<file path="src/rtl/spdif_frm_pkg.sv">
package spdif_frm_pkg;

  typedef enum logic [1:0] {
    PL_BAD   = 2'd0,
    PL_SHORT = 2'd1,
    PL_LONG  = 2'd2,
    PL_FLAG  = 2'd3
  } pulse_len_e;

  typedef enum logic [1:0] {
    SF_LEFT  = 2'd0,
    SF_RIGHT = 2'd1,
    SF_BLOCK = 2'd2
  } sf_kind_e;

  typedef enum logic [2:0] {
    ST_HUNT = 3'd0,
    ST_PRE1 = 3'd1,
    ST_PRE2 = 3'd2,
    ST_PRE3 = 3'd3,
    ST_DATA = 3'd4
  } frm_state_e;

endpackage

</file>
<file path="src/rtl/spdif_flag_fsm.sv">
module spdif_flag_fsm import spdif_frm_pkg::*; (
  input  logic       clk_i,
  input  logic       rst_ni,
  input  logic       pulse_vld_i,
  input  pulse_len_e pulse_len_i,
  input  logic       sub_done_i,
  input  logic       bit_err_i,
  output logic       in_data_o,
  output logic       sync_o,
  output sf_kind_e   kind_o,
  output logic       frame_sync_o
);

  frm_state_e state_q, state_d;
  sf_kind_e   kind_q, kind_d;
  pulse_len_e last_len;
  logic       fsync_q;

  // fourth preamble pulse expected for the kind picked by the second one
  always_comb begin
    case (kind_q)
      SF_LEFT:  last_len = PL_SHORT;
      SF_RIGHT: last_len = PL_LONG;
      default:  last_len = PL_FLAG;
    endcase
  end

  always_comb begin
    state_d = state_q;
    kind_d  = kind_q;
    sync_o  = 1'b0;
    if (pulse_vld_i) begin
      case (state_q)
        ST_HUNT: begin
          if (pulse_len_i == PL_FLAG) state_d = ST_PRE1;
        end
        ST_PRE1: begin
          state_d = ST_PRE2;
          case (pulse_len_i)
            PL_SHORT: kind_d = SF_BLOCK;
            PL_LONG:  kind_d = SF_RIGHT;
            PL_FLAG:  kind_d = SF_LEFT;
            default:  state_d = ST_HUNT;
          endcase
        end
        ST_PRE2: begin
          if (pulse_len_i == PL_SHORT)     state_d = ST_PRE3;
          else if (pulse_len_i == PL_FLAG) state_d = ST_PRE1;
          else                             state_d = ST_HUNT;
        end
        ST_PRE3: begin
          if (pulse_len_i == last_len) begin
            state_d = ST_DATA;
            sync_o  = 1'b1;
          end else if (pulse_len_i == PL_FLAG) begin
            state_d = ST_PRE1;
          end else begin
            state_d = ST_HUNT;
          end
        end
        ST_DATA: begin
          if (pulse_len_i == PL_FLAG)      state_d = ST_PRE1;
          else if (bit_err_i || sub_done_i) state_d = ST_HUNT;
        end
        default: state_d = ST_HUNT;
      endcase
    end
  end

  always_ff @(posedge clk_i or negedge rst_ni) begin
    if (!rst_ni) begin
      state_q <= ST_HUNT;
      kind_q  <= SF_LEFT;
      fsync_q <= 1'b0;
    end else begin
      state_q <= state_d;
      kind_q  <= kind_d;
      fsync_q <= sync_o && (kind_q != SF_RIGHT);
    end
  end

  assign in_data_o    = (state_q == ST_DATA);
  assign kind_o       = kind_q;
  assign frame_sync_o = fsync_q;

  AST_FSYNC_SINGLE: assert property (@(posedge clk_i) disable iff (!rst_ni)
    frame_sync_o |=> !frame_sync_o);
  AST_FSYNC_AFTER_PULSE: assert property (@(posedge clk_i) disable iff (!rst_ni)
    frame_sync_o |-> $past(pulse_vld_i));
  AST_FSYNC_IN_DATA: assert property (@(posedge clk_i) disable iff (!rst_ni)
    frame_sync_o |-> in_data_o);

endmodule

</file>
<file path="src/rtl/spdif_bit_pair.sv">
module spdif_bit_pair import spdif_frm_pkg::*; (
  input  logic       clk_i,
  input  logic       rst_ni,
  input  logic       in_data_i,
  input  logic       pulse_vld_i,
  input  pulse_len_e pulse_len_i,
  output logic       bit_vld_o,
  output logic       bit_o,
  output logic       err_o
);

  logic half_q, half_d;

  always_comb begin
    bit_vld_o = 1'b0;
    bit_o     = 1'b0;
    err_o     = 1'b0;
    half_d    = half_q;
    if (!in_data_i) begin
      half_d = 1'b0;
    end else if (pulse_vld_i) begin
      case (pulse_len_i)
        PL_SHORT: begin
          if (half_q) begin
            bit_vld_o = 1'b1;
            bit_o     = 1'b1;
            half_d    = 1'b0;
          end else begin
            half_d = 1'b1;
          end
        end
        PL_LONG: begin
          half_d = 1'b0;
          if (half_q) err_o = 1'b1;
          else        bit_vld_o = 1'b1;
        end
        PL_FLAG: half_d = 1'b0;
        default: begin
          err_o  = 1'b1;
          half_d = 1'b0;
        end
      endcase
    end
  end

  always_ff @(posedge clk_i or negedge rst_ni) begin
    if (!rst_ni) half_q <= 1'b0;
    else         half_q <= half_d;
  end

  AST_HALF_IN_DATA: assert property (@(posedge clk_i) disable iff (!rst_ni)
    half_q |-> in_data_i);

endmodule

</file>
<file path="src/rtl/spdif_slot_track.sv">
module spdif_slot_track import spdif_frm_pkg::*; #(
  parameter int N_SLOTS   = 32,
  parameter int PRE_SLOTS = 4,
  parameter int AUDIO_W   = 24,
  parameter int SAMPLE_W  = 16
) (
  input  logic                clk_i,
  input  logic                rst_ni,
  input  logic                start_i,
  input  sf_kind_e            kind_i,
  input  logic                bit_vld_i,
  input  logic                bit_i,
  output logic                sub_done_o,
  output logic [SAMPLE_W-1:0] sample_o,
  output logic                chan_o,
  output logic                block_o,
  output logic                sample_vld_o
);

  localparam int SLOT_W = $clog2(N_SLOTS);
  localparam logic [SLOT_W-1:0] FIRST_SLOT = SLOT_W'(PRE_SLOTS);
  localparam logic [SLOT_W-1:0] LAST_SLOT  = SLOT_W'(N_SLOTS - 1);
  localparam logic [SLOT_W-1:0] LAST_AUD   = SLOT_W'(PRE_SLOTS + AUDIO_W - 1);

  logic [SLOT_W-1:0]   slot_q;
  logic [AUDIO_W-1:0]  shreg_q;
  logic                par_q;
  sf_kind_e            kind_q;
  logic [SAMPLE_W-1:0] pick;
  logic                in_audio, last, par_ok;

  assign in_audio   = (slot_q >= FIRST_SLOT) && (slot_q <= LAST_AUD);
  assign last       = bit_vld_i && (slot_q == LAST_SLOT);
  assign par_ok     = ~(par_q ^ bit_i);
  assign sub_done_o = last;

  generate
    if (SAMPLE_W == AUDIO_W) begin : g_full
      assign pick = shreg_q;
    end else begin : g_top
      assign pick = shreg_q[AUDIO_W-1 -: SAMPLE_W];
    end
  endgenerate

  always_ff @(posedge clk_i or negedge rst_ni) begin
    if (!rst_ni) begin
      slot_q  <= FIRST_SLOT;
      shreg_q <= '0;
      par_q   <= 1'b0;
      kind_q  <= SF_LEFT;
    end else if (start_i) begin
      slot_q <= FIRST_SLOT;
      par_q  <= 1'b0;
      kind_q <= kind_i;
    end else if (bit_vld_i) begin
      slot_q <= last ? FIRST_SLOT : slot_q + 1'b1;
      par_q  <= par_q ^ bit_i;
      if (in_audio) shreg_q <= {bit_i, shreg_q[AUDIO_W-1:1]};
    end
  end

  always_ff @(posedge clk_i or negedge rst_ni) begin
    if (!rst_ni) begin
      sample_o     <= '0;
      chan_o       <= 1'b0;
      block_o      <= 1'b0;
      sample_vld_o <= 1'b0;
    end else begin
      sample_vld_o <= last && par_ok;
      if (last && par_ok) begin
        sample_o <= pick;
        chan_o   <= (kind_q == SF_RIGHT);
        block_o  <= (kind_q == SF_BLOCK);
      end
    end
  end

  AST_SLOT_RANGE: assert property (@(posedge clk_i) disable iff (!rst_ni)
    (slot_q >= FIRST_SLOT) && (slot_q <= LAST_SLOT));
  AST_VLD_AFTER_LAST: assert property (@(posedge clk_i) disable iff (!rst_ni)
    sample_vld_o |-> $past(bit_vld_i && (slot_q == LAST_SLOT)));
  AST_SAMPLE_HOLD: assert property (@(posedge clk_i) disable iff (!rst_ni)
    !sample_vld_o |-> ($stable(sample_o) && $stable(chan_o) && $stable(block_o)));

endmodule

</file>
<file path="src/rtl/spdif_sf_framer.sv">
module spdif_sf_framer import spdif_frm_pkg::*; #(
  parameter int N_SLOTS   = 32,
  parameter int PRE_SLOTS = 4,
  parameter int AUDIO_W   = 24,
  parameter int SAMPLE_W  = 16
) (
  input  logic                clk_i,
  input  logic                rst_ni,
  input  logic                pulse_vld_i,
  input  logic [1:0]          pulse_len_i,
  output logic [SAMPLE_W-1:0] sample_o,
  output logic                chan_o,
  output logic                block_o,
  output logic                sample_vld_o,
  output logic                frame_sync_o
);

  pulse_len_e len;
  sf_kind_e   kind;
  logic       in_data, sync, sub_done, bit_vld, bit_val, bit_err;

  assign len = pulse_len_e'(pulse_len_i);

  spdif_flag_fsm u_flag_fsm (
    .clk_i       (clk_i),
    .rst_ni      (rst_ni),
    .pulse_vld_i (pulse_vld_i),
    .pulse_len_i (len),
    .sub_done_i  (sub_done),
    .bit_err_i   (bit_err),
    .in_data_o   (in_data),
    .sync_o      (sync),
    .kind_o      (kind),
    .frame_sync_o(frame_sync_o)
  );

  spdif_bit_pair u_bit_pair (
    .clk_i      (clk_i),
    .rst_ni     (rst_ni),
    .in_data_i  (in_data),
    .pulse_vld_i(pulse_vld_i),
    .pulse_len_i(len),
    .bit_vld_o  (bit_vld),
    .bit_o      (bit_val),
    .err_o      (bit_err)
  );

  spdif_slot_track #(
    .N_SLOTS  (N_SLOTS),
    .PRE_SLOTS(PRE_SLOTS),
    .AUDIO_W  (AUDIO_W),
    .SAMPLE_W (SAMPLE_W)
  ) u_slot_track (
    .clk_i       (clk_i),
    .rst_ni      (rst_ni),
    .start_i     (sync),
    .kind_i      (kind),
    .bit_vld_i   (bit_vld),
    .bit_i       (bit_val),
    .sub_done_o  (sub_done),
    .sample_o    (sample_o),
    .chan_o      (chan_o),
    .block_o     (block_o),
    .sample_vld_o(sample_vld_o)
  );

  AST_STROBE_EXCL: assert property (@(posedge clk_i) disable iff (!rst_ni)
    !(sample_vld_o && frame_sync_o));

endmodule

</file>
<file path="config.mk">
export PLATFORM = sky130hd
export DESIGN_NAME = spdif_sf_framer
export DESIGN_NICKNAME = d
export VERILOG_FILES = /design/src/rtl/spdif_frm_pkg.sv /design/src/rtl/spdif_flag_fsm.sv /design/src/rtl/spdif_bit_pair.sv /design/src/rtl/spdif_slot_track.sv /design/src/rtl/spdif_sf_framer.sv
export SDC_FILE = /design/constraint.sdc
export NUM_CORES = 1
export LEC_CHECK = 0
export BUFFER_PORTS_ARGS = -buffer_cell sky130_fd_sc_hd__buf_2
export CAP_MARGIN = 20
export CORE_ASPECT_RATIO = 1.5
export CORE_MARGIN = 3
export CORE_UTILIZATION = 47
export DETAILED_ROUTE_END_ITERATION = 10
export GPL_TIMING_DRIVEN = 0
export PLACE_DENSITY = 0.63
export SLEW_MARGIN = 40
export SYNTH_ARGS = -nofsm -noshare
export SYNTH_HDL_FRONTEND = slang
export SYNTH_HIERARCHICAL = 1
export SYNTH_SLANG_ARGS = --single-unit
</file>
<file path="constraint.sdc">
create_clock -name clk_i -period 2.9 [get_ports clk_i]
set_input_delay 0.435 -clock clk_i [delete_from_list [all_inputs] [get_ports clk_i]]
set_output_delay 0.435 -clock clk_i [all_outputs]
set_load 0.1 [all_outputs]
</file>
[Word-level counts from Yosys, hierarchy flattened]
Index checks and enable logic that the tools add are counted.
Word-level totals
  bits in registers: 58
  bits in latches: 0
  RAM bits: 0
  bits in read-only memories: 0
  input bits: 5
  output and inout port bits: 20
  logic and storage cells: 80
  memories kept: 0
Cells by class
  add/subtract/negate cells: 1
  $mul: 0
  div/mod/pow operators: 0
  order comparisons: 2
  eq/ne operators: 16
  shifts and indexed selects: 0
  multiplexer cells: 32
  bitwise gates (word level): 3
  reductions and logical operators: 14
Operators with widths (count)
  2-to-1 mux 1 bit: 18
  2-to-1 mux 3 bit: 5
  2-to-1 mux 5 bit: 3
  case mux 3 bit (5 select lines): 1
  AND reduction 3 bit: 3
  == test 2 x 1 -> 1 bit, second input constant: 3
  == test 2 bit, second input constant: 3
  == test 3 x 2 -> 1 bit, second input constant: 2
  case mux 2 bit (3 select lines): 1
  adder 5 x 1 -> 5 bit, second input constant: 1
  == test 5 bit, second input constant: 1
  greater-or-equal comparator 5 x 3 -> 1 bit, second input constant: 1
  less-or-equal comparator 5 bit, second input constant: 1
  logical AND 1 bit: 4
  inequality test 2 x 1 -> 1 bit, second input constant: 2
  case mux 1 bit (2 select lines): 2
  case mux 2 bit (2 select lines): 1
  == test 3 x 1 -> 1 bit, second input constant: 1
  == test 3 bit, second input constant: 1
  zero test 3 bit: 1
  inequality test 3 bit, second input constant: 1
  nonzero test 3 bit: 1
  OR reduction 3 bit: 1
  == test 2 bit: 1
  other kinds (8): 9

[Depth between registers and ports, before layout]
Gate-level depths: netlist of the first run.
  depth in word-level cells: 9
  gate-level depth with buffers: 10
  mapped depth without buffers: 7

[Hierarchy]
The synthesis of the first run kept the hierarchy.
Modules (own cells, without submodules)
  spdif_slot_track: times used 1, cells an instance 183, area an instance 2114.5 um^2, seq. area each 1077.3 um^2
  spdif_flag_fsm: times used 1, cells an instance 41, area an instance 406.6 um^2, seq. area each 150.1 um^2
  spdif_bit_pair: times used 1, cells an instance 11, area an instance 92.6 um^2, seq. area each 25.0 um^2

[Worst setup path before layout of the first run]
No wires, ideal clock.
  path type: register -> register
  from: register u_slot_track.slot_q[2]
  to: register u_slot_track.sample_o[10]
  library setup time: 0.126 ns
  arrival time: 2.223 ns
  data required time: 2.774 ns
  setup slack: 0.550 ns
  cell stages (with the launch flop): 10
  buffers on the path: 4
  period minus slack after synthesis: 2.350 ns
  cells stage by stage: dfstp_2 -> buf_2 -> clkbuf_1 -> and3_1 -> ha_1 -> and2_4 -> and2_4 -> buf_6 -> buf_8 -> mux2_4
On the way
  longest elaborated chain between the ends: 3
Ends and longest elaborated chain
  start: declaration: line spdif_slot_track.sv:25  | logic [SLOT_W-1:0] slot_q;
  start signal: assignment: line spdif_slot_track.sv:56  | slot_q <= last ? FIRST_SLOT : slot_q + 1'b1;
  == test 5 bit: line spdif_slot_track.sv:33  | assign last = bit_vld_i && (slot_q == LAST_SLOT);
  logical AND 1 bit: line spdif_slot_track.sv:33
  named net sub_done: line spdif_sf_framer.sv:20  | logic in_data, sync, sub_done, bit_vld, bit_val, bit_err;
  logical AND 1 bit: line spdif_slot_track.sv:70  | if (last && par_ok) begin
  end signal: assignment: line spdif_slot_track.sv:71  | sample_o <= pick;
  end: declaration: line spdif_slot_track.sv:14  | output logic [SAMPLE_W-1:0] sample_o,
The timed path passes the listed nets, and every way through them passes these cells.
A chain may end at the register's enable or synchronous reset.

[Worst setup path after layout of the first run]
  from: register u_flag_fsm.kind_q[1] (netlist: u_flag_fsm/kind_o[1])
  to: register u_slot_track.shreg_q[20]
On the way
  longest elaborated chain between the ends: 8
  elaborated cells between the ends (all ways): 9
  those cells by class: 2 x eq/ne; 4 x mux; 1 x bitwise; 2 x reduce/logical
Ends and longest elaborated chain
  start: declaration: line spdif_flag_fsm.sv:15  | sf_kind_e kind_q, kind_d;
  start signal: assignment: line spdif_flag_fsm.sv:77  | kind_q <= kind_d;
  == test 2 x 1 -> 1 bit / zero test 2 bit (equally long branches): line spdif_flag_fsm.sv:21  | case (kind_q)
  case mux 2 bit (2 select lines) (*): line spdif_flag_fsm.sv:21
  == test 2 bit (*): line spdif_flag_fsm.sv:52  | if (pulse_len_i == last_len) begin
  2-to-1 mux 1 bit (*): line spdif_flag_fsm.sv:52
  2-to-1 mux 1 bit (*): line spdif_flag_fsm.sv:33  | case (state_q)
  2-to-1 mux 1 bit (*): line spdif_flag_fsm.sv:32  | if (pulse_vld_i) begin
  named net sync: line spdif_sf_framer.sv:20
  inverter 1 bit (no source line) (*)
  AND reduction 3 bit (no source line) (*)
  end signal: assignment: line spdif_slot_track.sv:58  | if (in_audio) shreg_q <= {bit_i, shreg_q[AUDIO_W-1:1]};
  end: declaration: line spdif_slot_track.sv:26  | logic [AUDIO_W-1:0] shreg_q;
The timed path passes the listed nets; every way through them passes the cells marked *.

==> results of run 1 <==
[registers in the layout (all words and copies together) (netlist names)]
name and cells:
u_slot_track/chan_o 1, u_slot_track/sample_o 16, u_slot_track/par_q 1, u_flag_fsm/frame_sync_o 1, u_slot_track/kind_q 2, u_slot_track/shreg_q 16
u_slot_track/slot_q 5, u_bit_pair/half_q 1, u_slot_track/block_o 1, u_flag_fsm/kind_o 2, u_flag_fsm/state_q 3, u_slot_track/sample_vld_o 1
[area by class of cell]
class	count	area, um2	share of cell area, %
sequential	50	1250	43.1
inverter	5	18.8	0.646
multi-input combinational	159	1210	41.7
buffer	20	129	4.44
clock buffer	6	72.6	2.50
clock inverter	2	13.8	0.474
tap	68	85.1	2.93
timing repair buffer	24	123	4.22
[synthesized netlist by cell type (all sizes together) (2+ instances only)]
cell type  count
and2           3
nand2b         4
mux2          21
o21a           5
inv            5
dfrtp         49
nor3           2
buf           13
o211ai        32
nor2           7
nand2          4
and3b          2
nor2b          4
a21oi          9
o21ai         18
nand3b         2
clkbuf         8
nand3         18
a31oi          2
and4bb         2
nor3b          2
ha             3
or3            2
[final timing paths]
path                       slack [ns]                                    end  cells after the start                            startpoint
max                              0.43   u_slot_track/shreg_q[20]$_DFFE_PN0P_                      7      u_flag_fsm/kind_o[1]$_DFFE_PN0P_
min                              0.14  u_slot_track/sample_o[13]$_DFFE_PN0P_                      1                                rst_ni
max reg2reg                      0.43   u_slot_track/shreg_q[20]$_DFFE_PN0P_                      7      u_flag_fsm/kind_o[1]$_DFFE_PN0P_
min reg2reg                      0.51   u_slot_track/sample_o[4]$_DFFE_PN0P_                      1  u_slot_track/sample_o[4]$_DFFE_PN0P_
max in group asynchronous        2.33    u_slot_track/shreg_q[9]$_DFFE_PN0P_                      1                                rst_ni
min in group clk_i               0.45       u_flag_fsm/kind_o[0]$_DFFE_PN0P_                      2                        pulse_len_i[0]
[cell families (layout without fill, tap and decap cells)]
logic type / after synthesis / count (layout) / synth area share (%)
buf+inv: 26 / 57 / 5.79
compound gates: 74 / 74 / 19.5
xor+xnor: 2 / 2 / 0.670
simple gates: 58 / 58 / 14.0
fa+ha+maj: 3 / 3 / 1.44
mux: 22 / 22 / 10.7
flops: 50 / 50 / 47.9
[metrics by stage]
stage,instance area [um2],instances,power [uW],util [%],hold slack (ns)
after CTS,2910,335,1850,55.4,0.166
after global routing,2900,334,1960,55.4,0.193
after floorplan,2610,235,1290,-,0.139
final,2900,334,1820,55.4,0.143
after detailed placement,2820,327,1430,53.8,0.491
after global placement,2820,327,1420,53.7,0.486
[worst max-delay path, cell delays in order (launching register included)]
cell,delay (ns)
sky130_fd_sc_hd__dfrtp_1,0.46
sky130_fd_sc_hd__or4bb_4,0.56
sky130_fd_sc_hd__a31oi_4,0.19
sky130_fd_sc_hd__buf_2,0.25
sky130_fd_sc_hd__nand2b_1,0.27
sky130_fd_sc_hd__clkbuf_1,0.36
sky130_fd_sc_hd__o21ai_0,0.16
sky130_fd_sc_hd__o211ai_1,0.12
[layer usage]
| layer | track usage [%] | wire length (um) | up-vias |
|---|---|---|---|
| li1 | - | - | 924 |
| met1 | 20.8 | 2210 | 939 |
| met2 | 31.0 | 2700 | 32 |
| met3 | 3.47 | 159 | 7 |
| met4 | 7.34 | 76 | 0 |
| met5 | 0 | 0 | - |
[power groups by stage]
stage	clock, uW	sequential, uW	combinational (uW)
floorplan	0	917	374
global placement	0	939	483
detailed placement	0	943	491
CTS	425	928	494
global route	446	952	559
finish	402	928	489
==> flow_results.org, run 1 <==
** Global route
- The first global-routing pass estimated 9.18 mm of wire.
- The initial antenna violation count came to 0.
- Total Routing Usage GR :: 17.9%
- Largest net degree at the start of global routing :: 51
- Overflow left after global routing :: 0
- The number of global-route vias before repair came to 1978.

** Placed design
- Dpl ws :: 0.175 ns
- Detailed placer's ending HPWL :: 3.53 mm
- The congestion estimate from routability-driven global placement came to 0.752.
- In this run the tool buffered the top-level ports with 24 buffer cells.

** Power
- Highest ir drop seen on vdd :: 0.342 mV
- Switching Power :: 639 uW
- Part of the power in registers :: 51.0%
- Cell internal power was estimated by the tool at 1180 uW.
- In this run the static leakage power is 0.00124 uW.
- Net switching is 35.1% of the power.
- Cell Pwr Density :: 626 nW/um2
- Relative contribution of combinational cells to total power :: 26.9%
- The share of total power dissipated in the clock network is 22.1%.

** Finish
- Final antenna diode count :: 0
- After filler insertion, the fill cell instance count of the layout stands at 464.
- Area growth syn-to-layout :: 11.1%
- Fin nets :: 273
- The library cell used most frequently in the layout, excluding fill and tap cells, is sky130_fd_sc_hd__dfrtp_1.
- Leading cell types in the layout, fill and taps excluded :: sky130_fd_sc_hd__dfrtp_1 (49), sky130_fd_sc_hd__buf_2 (31), sky130_fd_sc_hd__o211ai_1 (31)
- Fraction of final layout cells with drive strength greater than 1 :: 28.9%

** Yosys
- After synthesis the netlist holds a flip-flop and latch count of 50.
- Post-synth EDFFs :: 0
- Sequential area share after synthesis :: 47.9%
- In the synthesized netlist, the number of instances is 235.
- Area share of the largest cell type after synthesis :: 46.9%
- Post-Syn Area per Cell :: 11.1 um2
- Most area-consuming cells after synthesis :: sky130_fd_sc_hd__dfrtp_1 (47%), sky130_fd_sc_hd__o211ai_1 (8.9%), sky130_fd_sc_hd__mux2_4 (5.2%)
- Total of warnings raised by yosys :: 6
- FFs w/ async S/R, synth :: 100%
- The synthesized design spends more area on one cell type than any other, namely sky130_fd_sc_hd__dfrtp_1.
- For this run, the leading register cell type out of synthesis is sky130_fd_sc_hd__dfrtp_1.
- After synthesis the cells add up to 2610 um2.
- Counting distinct cell types in the post-synthesis netlist gives 52.
- Syn Nets :: 243

** Die
- Die Y-Extent :: 97.3 um
- Full die area :: 6510 um2
- Number of standard-cell rows in the floorplan :: 32
- For this configuration, the core starts out at a cell density of 49.8%.
- Width of the die :: 66.9 um
- Pin placement for this block handled 25 I/O pins.
- Core area :: 5250 um2

** Clock tree
- CTS tree :: done
- The H-tree was split into 2 levels.
- CTS root buffer :: sky130_fd_sc_hd__clkbuf_8
- Resize count post-CTS :: 0
- Number of buffers created by CTS :: 5
- Worst-skew pair later-pin latency :: 0.30 ns
- Clock sink count :: 50
- Clock buffer depth :: 2
- For this design, the CTS-stage hold fixing added 0 buffers.
- In this run the post-CTS setup repair buffer count came out at 0.
- Clock transition time at the flip-flop clock pins of the worst setup and hold paths :: 0.09 ns

** Timing
- Clock skew on the completed layout was measured at 0.00819 ns.
- The count of final max-slew check failures was 0.
- Setup violations, final :: 0
- Final critical-path required period :: 2.47 ns
- Setup repair after global routing left no endpoint under its margin.
- Relative slew margins :: 58.2%
- Post-layout worst setup margin :: 0.433 ns
- Final clock period utilization by the worst path :: 85.1%
- TNS Setup :: 0 ns
- Worst Tran Pin Value :: 0.627 ns
- Static timing analysis puts the maximum clock frequency at 0.405 GHz.
- The final number of hold-violating endpoints is 0.

** Setup path
- The critical path is of the reg -> reg type.
- STA classifies the critical path endpoint as a register.
- WP data arrival :: 2.68 ns
- Critical path peak fanout :: 10
- Launching element type of the critical path :: register
- Data on the critical path is required at its endpoint by 3.11 ns.

** Routing
- The count of nets left with antenna violations once routing finished came out at 0.
- For this run, design rule violations remaining after detail routing come to 0.
- Total iterations of the first detailed-routing run :: 4
- Routed via count divided by cell count :: 5.69
- Wire length per cell after detailed routing :: 15.4 um
- Vias after detailed routing :: 1902
- The final layout contains routed wiring with a total length of 5.14 mm.
- Iter 0 DRT Violations :: 138

** Hold path
- Class of the tightest hold or removal check :: in -> async

** Run status
- The flow ran to the end, and the final reports show no timing, DRC or antenna violations.

** Run
- Max Cap Violations :: 0
No activity file was read; power rests on OpenSTA's default activity.
==> run 2, diff against run 1 <==
--- a/config.mk
+++ b/config.mk
@@ -7,13 +7,13 @@
 export LEC_CHECK = 0
 export BUFFER_PORTS_ARGS = -buffer_cell sky130_fd_sc_hd__buf_2
 export CAP_MARGIN = 20
+export CELL_PAD_IN_SITES_DETAIL_PLACEMENT = 1
+export CELL_PAD_IN_SITES_GLOBAL_PLACEMENT = 1
 export CORE_ASPECT_RATIO = 1.5
-export CORE_MARGIN = 3
 export CORE_UTILIZATION = 47
 export DETAILED_ROUTE_END_ITERATION = 10
 export GPL_TIMING_DRIVEN = 0
-export PLACE_DENSITY = 0.63
-export SLEW_MARGIN = 40
+export PLACE_DENSITY = 0.76
 export SYNTH_ARGS = -nofsm -noshare
 export SYNTH_HDL_FRONTEND = slang
 export SYNTH_HIERARCHICAL = 1
==> flow_results.org, run 2 (same netlist as run 1, synthesis figures left out) <==
** Hold path
- Hold depth :: 2
- Startpoint of the most critical hold path :: pulse_len_i[0]
- Worst Hold Endpoint :: u_flag_fsm/kind_o[0]$_DFFE_PN0P_
- In this run the worst hold path is classified as in -> reg.

** Routing
- Across all layers, the routed design uses 1968 vias.
- Antenna viol nets, final :: 0
- In the final routed layout, each cell accounts on average for 17.4 um.
- In this run, the number of DRC markers left after iteration 0 of detailed routing was 99.
- Routed via count divided by cell count :: 5.86
- The pre-antenna-repair detailed-routing pass consisted of 4 iterations.
- WL final :: 5.84 mm
- For this run, design rule violations remaining after detail routing come to 0.

** Timing
- Final critical-path required period :: 2.54 ns
- Setup violations remaining at the end of the flow were counted as 0.
- The final critical path takes up 87.5% of the cycle.
- TNS Setup :: 0 ns
- Timing would allow up to 0.394 GHz.
- Worst hold slack after final layout :: 0.448 ns
- For the pin with the worst max-slew slack, the measured transition is 0.532 ns.
- The final number of hold-violating endpoints is 0.
- Setup clock skew after layout :: 0.00556 ns
- Relative slew margins :: 64.5%
- Fin. max-slew vios :: 0
- Setup repair after global routing left no endpoint under its margin.

** Setup path
- In this run the critical register-to-register path is launched from u_flag_fsm/kind_o[1]$_DFFE_PN0P_.
- In this design, the stage delay of the slowest critical-path cell is 0.56 ns.
- Worst setup path class :: reg -> reg
- WP data arrival :: 2.75 ns
- Setup slack, reg-to-reg :: 0.36 ns
- In this run the critical register-to-register path is captured at u_slot_track/shreg_q[14]$_DFFE_PN0P_.
- Data on the critical path is required at its endpoint by 3.11 ns.
- STA classifies the critical path startpoint as a register.
- Counting cells, the worst reg-to-reg path comes to 7.
- Highest-delay cell along the critical path :: sky130_fd_sc_hd__or4bb_4
- Traced cell by cell, the critical path runs through or4bb_4 > a31oi_4 > buf_2 > nand2b_1 > clkbuf_1 > o21ai_0 > o211ai_1.
- STA classifies the critical path endpoint as a register.
- Critical path peak fanout :: 10
- Beginning of the critical path :: u_flag_fsm/kind_o[1]$_DFFE_PN0P_

** Die
- Full die area :: 5870 um2
- Number of ports placed on the die boundary :: 25
- Number of standard-cell rows in the floorplan :: 32
- Die Y-Extent :: 93.3 um
- The initial utilization of the core area, before any placement, comes to 49.8%.
- The die is 62.9 um wide.
- Core area :: 5250 um2

** Global route
- Entering global routing, the biggest net connects 51 pins.
- After global routing the overflow that remains totals 0.
- Total Routing Usage GR :: 22.0%
- The first global-routing pass estimated 10.1 mm of wire.
- The number of global-route vias before repair was 2097.
- Number of antenna violations at the first check in global routing :: 0

** Power
- Summed over all cells, the static leakage comes to 0.00125 uW.
- Highest ir drop seen on vdd :: 0.344 mV
- Dividing total power by cell area gives a power density of 629 nW/um2.

** Clock tree
- Clock-pin slew was measured on the worst setup and hold paths at 0.10 ns.
- Clock tree synthesis inserted a total of 5 buffers.
- Clock buffer depth :: 2
- CTS tree :: done
- The H-tree generated during clock tree synthesis spans 2 levels.
- The root buffer cell chosen for the clock tree is sky130_fd_sc_hd__clkbuf_8.
- Clock sink count :: 50
- Worst-skew pair later-pin latency :: 0.30 ns
- Post CTS Setup Buffer Count :: 0

** Placed design
- The HPWL after detailed placement is 4.20 mm.
- Placed instance area :: 2820 um2
- Routability-driven placement finished with a final weighted congestion of 0.730.
- IO Port Bufs :: 24

** Finish
- 0 antenna diodes ended up in the layout.
- Commonest non-fill, non-tap cell in the layout :: sky130_fd_sc_hd__dfrtp_1
- Fraction of final layout cells with drive strength greater than 1 :: 29.1%
- Leading cell types in the layout, fill and taps excluded :: sky130_fd_sc_hd__dfrtp_1 (49), sky130_fd_sc_hd__buf_2 (32), sky130_fd_sc_hd__o211ai_1 (31)
- Area growth syn-to-layout :: 12.2%
- Non-Filler Cell Area, Final :: 2930 um2
- Fin nets :: 275
- Biggest registers after layout :: u_slot_track/sample_o (16), u_slot_track/shreg_q (16), u_slot_track/slot_q (5)

** Run status
- Status :: complete, no violations

** Run
- Max Cap Violations :: 0
[run 2: layout make-up]
type                    instances  area [um2]
clock buffers                   6        72.6
repair buffers                 26         150
flip-flops and latches         50        1250
plain buffers                  20         129
multi-input cells             159        1210
clock inverters                 2        13.8
inverters                       5        18.8
fillers                       576        2310
well taps                      68        85.1
[run 2: metal layers]
metal / up-vias / global-route usage (%) / wire, um
met5: - / 0 / 0
met4: 0 / 10.3 / 88
met3: 8 / 3.41 / 126
met2: 34 / 40.3 / 3270
met1: 998 / 24.4 / 2360
li1: 928 / - / -
[run 2: critical path, delay by kind of cell, from the launching register on]
family	cells	cell delay, ns
simple gates	2	0.83
flops	1	0.46
compound gates	3	0.51
buf+inv	2	0.65
[run 2: power by group]
group          leakage, uW  internal, uW  total (uW)  switching (uW)
Sequential        0.000602           817         931             114
Combinational     0.000606           194         504             309
Clock            0.0000452           171         409             238
[run 2: worst max path at each step]
stage	to	slack, ns
2_1_floorplan	u_slot_track/sample_o[10]$_DFFE_PN0P_	0.55
3_3_place_gp	u_slot_track/sample_o[11]$_DFFE_PN0P_	0.07
3_5_place_dp	u_slot_track/sample_o[11]$_DFFE_PN0P_	0.03
4_1_cts	u_slot_track/sample_o[11]$_DFFE_PN0P_	0.02
5_1_grt	u_slot_track/shreg_q[14]$_DFFE_PN0P_	0.21
6_report	u_slot_track/shreg_q[14]$_DFFE_PN0P_	0.36
[run 2: stage by stage]
stage | worst slack, ns | std cells | power, uW | utilization (%)
detailed placement | 0.0321 | 327 | 1460 | 53.7
global placement | 0.0714 | 327 | 1430 | 53.7
CTS | 0.0203 | 335 | 1870 | 55.4
finish | 0.361 | 336 | 1840 | 55.9
global route | 0.212 | 336 | 1970 | 55.9
floorplan | 0.550 | 235 | 1290 | -
[run 2: repair_timing]
action,4_1_cts,5_1_grt
endpoints found under the hold margin,0,8
endpoints found under the setup margin,0,9
hold buffers,0,1
resized for setup,0,0
==> run 3, diff against run 2 <==
--- a/config.mk
+++ b/config.mk
@@ -14,6 +14,7 @@
 export DETAILED_ROUTE_END_ITERATION = 10
 export GPL_TIMING_DRIVEN = 0
 export PLACE_DENSITY = 0.76
+export SETUP_SLACK_MARGIN = 0.4
 export SYNTH_ARGS = -nofsm -noshare
 export SYNTH_HDL_FRONTEND = slang
 export SYNTH_HIERARCHICAL = 1
==> flow_results.org, run 3 (same netlist as run 1, synthesis figures left out) <==
** Finish
- The filler cells instantiated in the layout total 575.
- Fraction of final layout cells with drive strength greater than 1 :: 30.9%
- The repair_antennas step left the layout with diodes totalling 0.
- Filler-free cell count of the finished design :: 337
- Area growth syn-to-layout :: 13.4%
- Commonest non-fill, non-tap cell in the layout :: sky130_fd_sc_hd__dfrtp_1
- Leading cell types in the layout, fill and taps excluded :: sky130_fd_sc_hd__dfrtp_1 (49), sky130_fd_sc_hd__buf_2 (31), sky130_fd_sc_hd__o211ai_1 (31)
- Fin nets :: 276
- The largest registers in the layout are u_slot_track/sample_o (16), u_slot_track/shreg_q (16), u_slot_track/slot_q (5).

** Clock tree
- Clock sink count :: 50
- TritonCTS built the clock tree.
- Number of buffers created by CTS :: 5
- The tree is rooted in a sky130_fd_sc_hd__clkbuf_8.
- Maximum level of the CTS H-tree :: 2
- Clock transition time at the flip-flop clock pins of the worst setup and hold paths :: 0.09 ns
- Clock latency on the worst-skew pair, taken at its later pin, is 0.30 ns.
- The clock passes through at most 2 buffers.

** Run status
- The run finished with clean final reports.

** Setup path
- On the critical path the largest part of the delay comes from buffers and inverters.
- Walking the worst path, the cells encountered are buf_6 > clkbuf_8 > and3_1 > ha_2 > and2_4 > and2_4 > buf_6 > buf_8 > mux2_4.
- WP data arrival :: 2.55 ns
- The critical path is of the reg -> reg type.
- The worst setup path is captured at a register.
- In this design, the stage delay of the slowest critical-path cell is 0.60 ns.
- STA classifies the critical path startpoint as a register.
- Number of buffers and inverters on the critical path :: 4
- Setup slack, reg-to-reg :: 0.54 ns
- For this design, the slowest cell found on the critical path is sky130_fd_sc_hd__dfstp_2.
- In this run the worst path has a maximum fanout of 10.
- Data required time of the worst path :: 3.09 ns

** Power
- Cell Pwr Density :: 635 nW/um2
- For this design the static power due to leakage is 0.00126 uW.
- Per report_power, the combinational group accounts for 28.6% of the total.
- Net switching is 35.9% of the power.
- Across the VDD grid, the largest voltage drop is 0.350 mV.
- Switching Power :: 675 uW
- Of the total power, registers draw 49.6%.
- Per report_power, the clock group accounts for 21.8% of the total.
- Internal power comes to 1210 uW.

** Placed design
- Summed over all nets, the half-perimeter wirelength after detailed placement is 4.20 mm.
- The number of placed instances, taps included, is 327.
- Final weighted congestion in routability-driven placement :: 0.730
- IO Port Bufs :: 24

** Die
- Full die area :: 5870 um2
- Number of ports placed on the die boundary :: 25
- Number of standard-cell rows in the floorplan :: 32
- The core region is 5250 um2.
- From left edge to right edge, the die measures 62.9 um.
- Die Y-Extent :: 93.3 um
- For this configuration, the core starts out at a cell density of 49.8%.

** Hold path
- Class of the tightest hold or removal check :: in -> reg

** Timing
- Dividing the final minimum period by the clock period gives 81.4%.
- TNS Setup :: 0 ns
- The count of final max-slew check failures is 0.
- On the final layout, the worst clock skew is 0.00641 ns.
- Final critical-path required period :: 2.36 ns
- Worst Tran Pin Value :: 0.527 ns
- RSZ-0062 raised after global routing :: false
- Relative slew margins :: 64.9%
- Setup violations, final :: 0
- Final hold violations :: 0
- Highest clock frequency the design can meet :: 0.424 GHz

** Routing
- Remaining routing DRC violations :: 0
- The final layout contains routed wiring with a total length of 5.90 mm.
- The detailed router finished its first iteration with 84 violations.
- Routed via count divided by cell count :: 5.88
- Vias after detailed routing :: 1983
- Wire length per cell after detailed routing :: 17.5 um
- Antenna viol nets, final :: 0
- Total iterations of the first detailed-routing run :: 4

** Global route
- Number of antenna violations at the first check in global routing :: 0
- Total Routing Usage GR :: 22.0%
- Largest net degree at the start of global routing :: 51
- Wire length of the first global-routing pass :: 10.1 mm
- Overflow left after global routing :: 0
- Number of global-route vias before repair :: 2097

** Run
- Across the run, the number of max-cap violations was 0.
run 3: cell types whose count changed in the layout (fill, tap and decap cells not counted), sizes merged:
cell	change
clkbuf	+1
run 3: path summary, 6_finish.rpt:
kind                                                      start                                    end  cells after the start
hold / removal                                   pulse_len_i[0]       u_flag_fsm/kind_o[0]$_DFFE_PN0P_                      2
setup reg to reg             u_slot_track/slot_q[2]$_DFFE_PN1P_  u_slot_track/sample_o[11]$_DFFE_PN0P_                      9
hold reg to reg            u_slot_track/sample_o[2]$_DFFE_PN0P_   u_slot_track/sample_o[2]$_DFFE_PN0P_                      1
max in group asynchronous                                rst_ni       u_flag_fsm/kind_o[1]$_DFFE_PN0P_                      3
setup / recovery             u_slot_track/slot_q[2]$_DFFE_PN1P_  u_slot_track/sample_o[11]$_DFFE_PN0P_                      9
min in group asynchronous                                rst_ni     u_slot_track/slot_q[3]$_DFFE_PN0P_                      2
run 3: area by class of cell:
class / instances / area (um2) / area share (%)
inverters: 5 / 18.8 / 0.633
repair buffers: 26 / 150 / 5.07
well taps: 68 / 85.1 / 2.87
plain buffers: 21 / 150 / 5.07
multi-input cells: 159 / 1220 / 41.2
flip-flops and latches: 50 / 1250 / 42.3
clock buffers: 6 / 72.6 / 2.45
clock inverters: 2 / 13.8 / 0.465
run 3: layer usage:
layer	track usage (%)	routed length, um	share of wire, %
met1	24.4	2390	40
met2	40.3	3290	56
met3	3.41	123	2.1
met4	10.3	106	1.8
met5	0	0	0
run 3: what timing repair did:
item	in CTS	in global routing
setup buffers	0	0
gates resized for setup	5	4
hold endpoints to repair	0	8
hold buffers	0	1
pin swaps	0	0
setup endpoints to repair	28	10
run 3: power by group through the flow:
| stage | Sequential, uW | Clock [uW] | Combinational [uW] |
|---|---|---|---|
| floorplan | 917 | 0 | 374 |
| global placement | 938 | 0 | 488 |
| detailed placement | 946 | 0 | 511 |
| CTS | 933 | 422 | 529 |
| global route | 956 | 444 | 597 |
| finish | 933 | 411 | 538 |
run 3: metrics by stage:
stage               setup WS, ns  cell area (um2)  hold slack (ns)  utilization [%]  total power [uW]
floorplan                  0.550             2610            0.139                -              1290
global placement          0.0714             2820            0.486             53.7              1430
detailed placement        0.0321             2820            0.490             53.7              1460
CTS                        0.438             2920            0.386             55.7              1880
global route               0.405             2960            0.468             56.5              2000
finish                     0.539             2960            0.447             56.5              1880
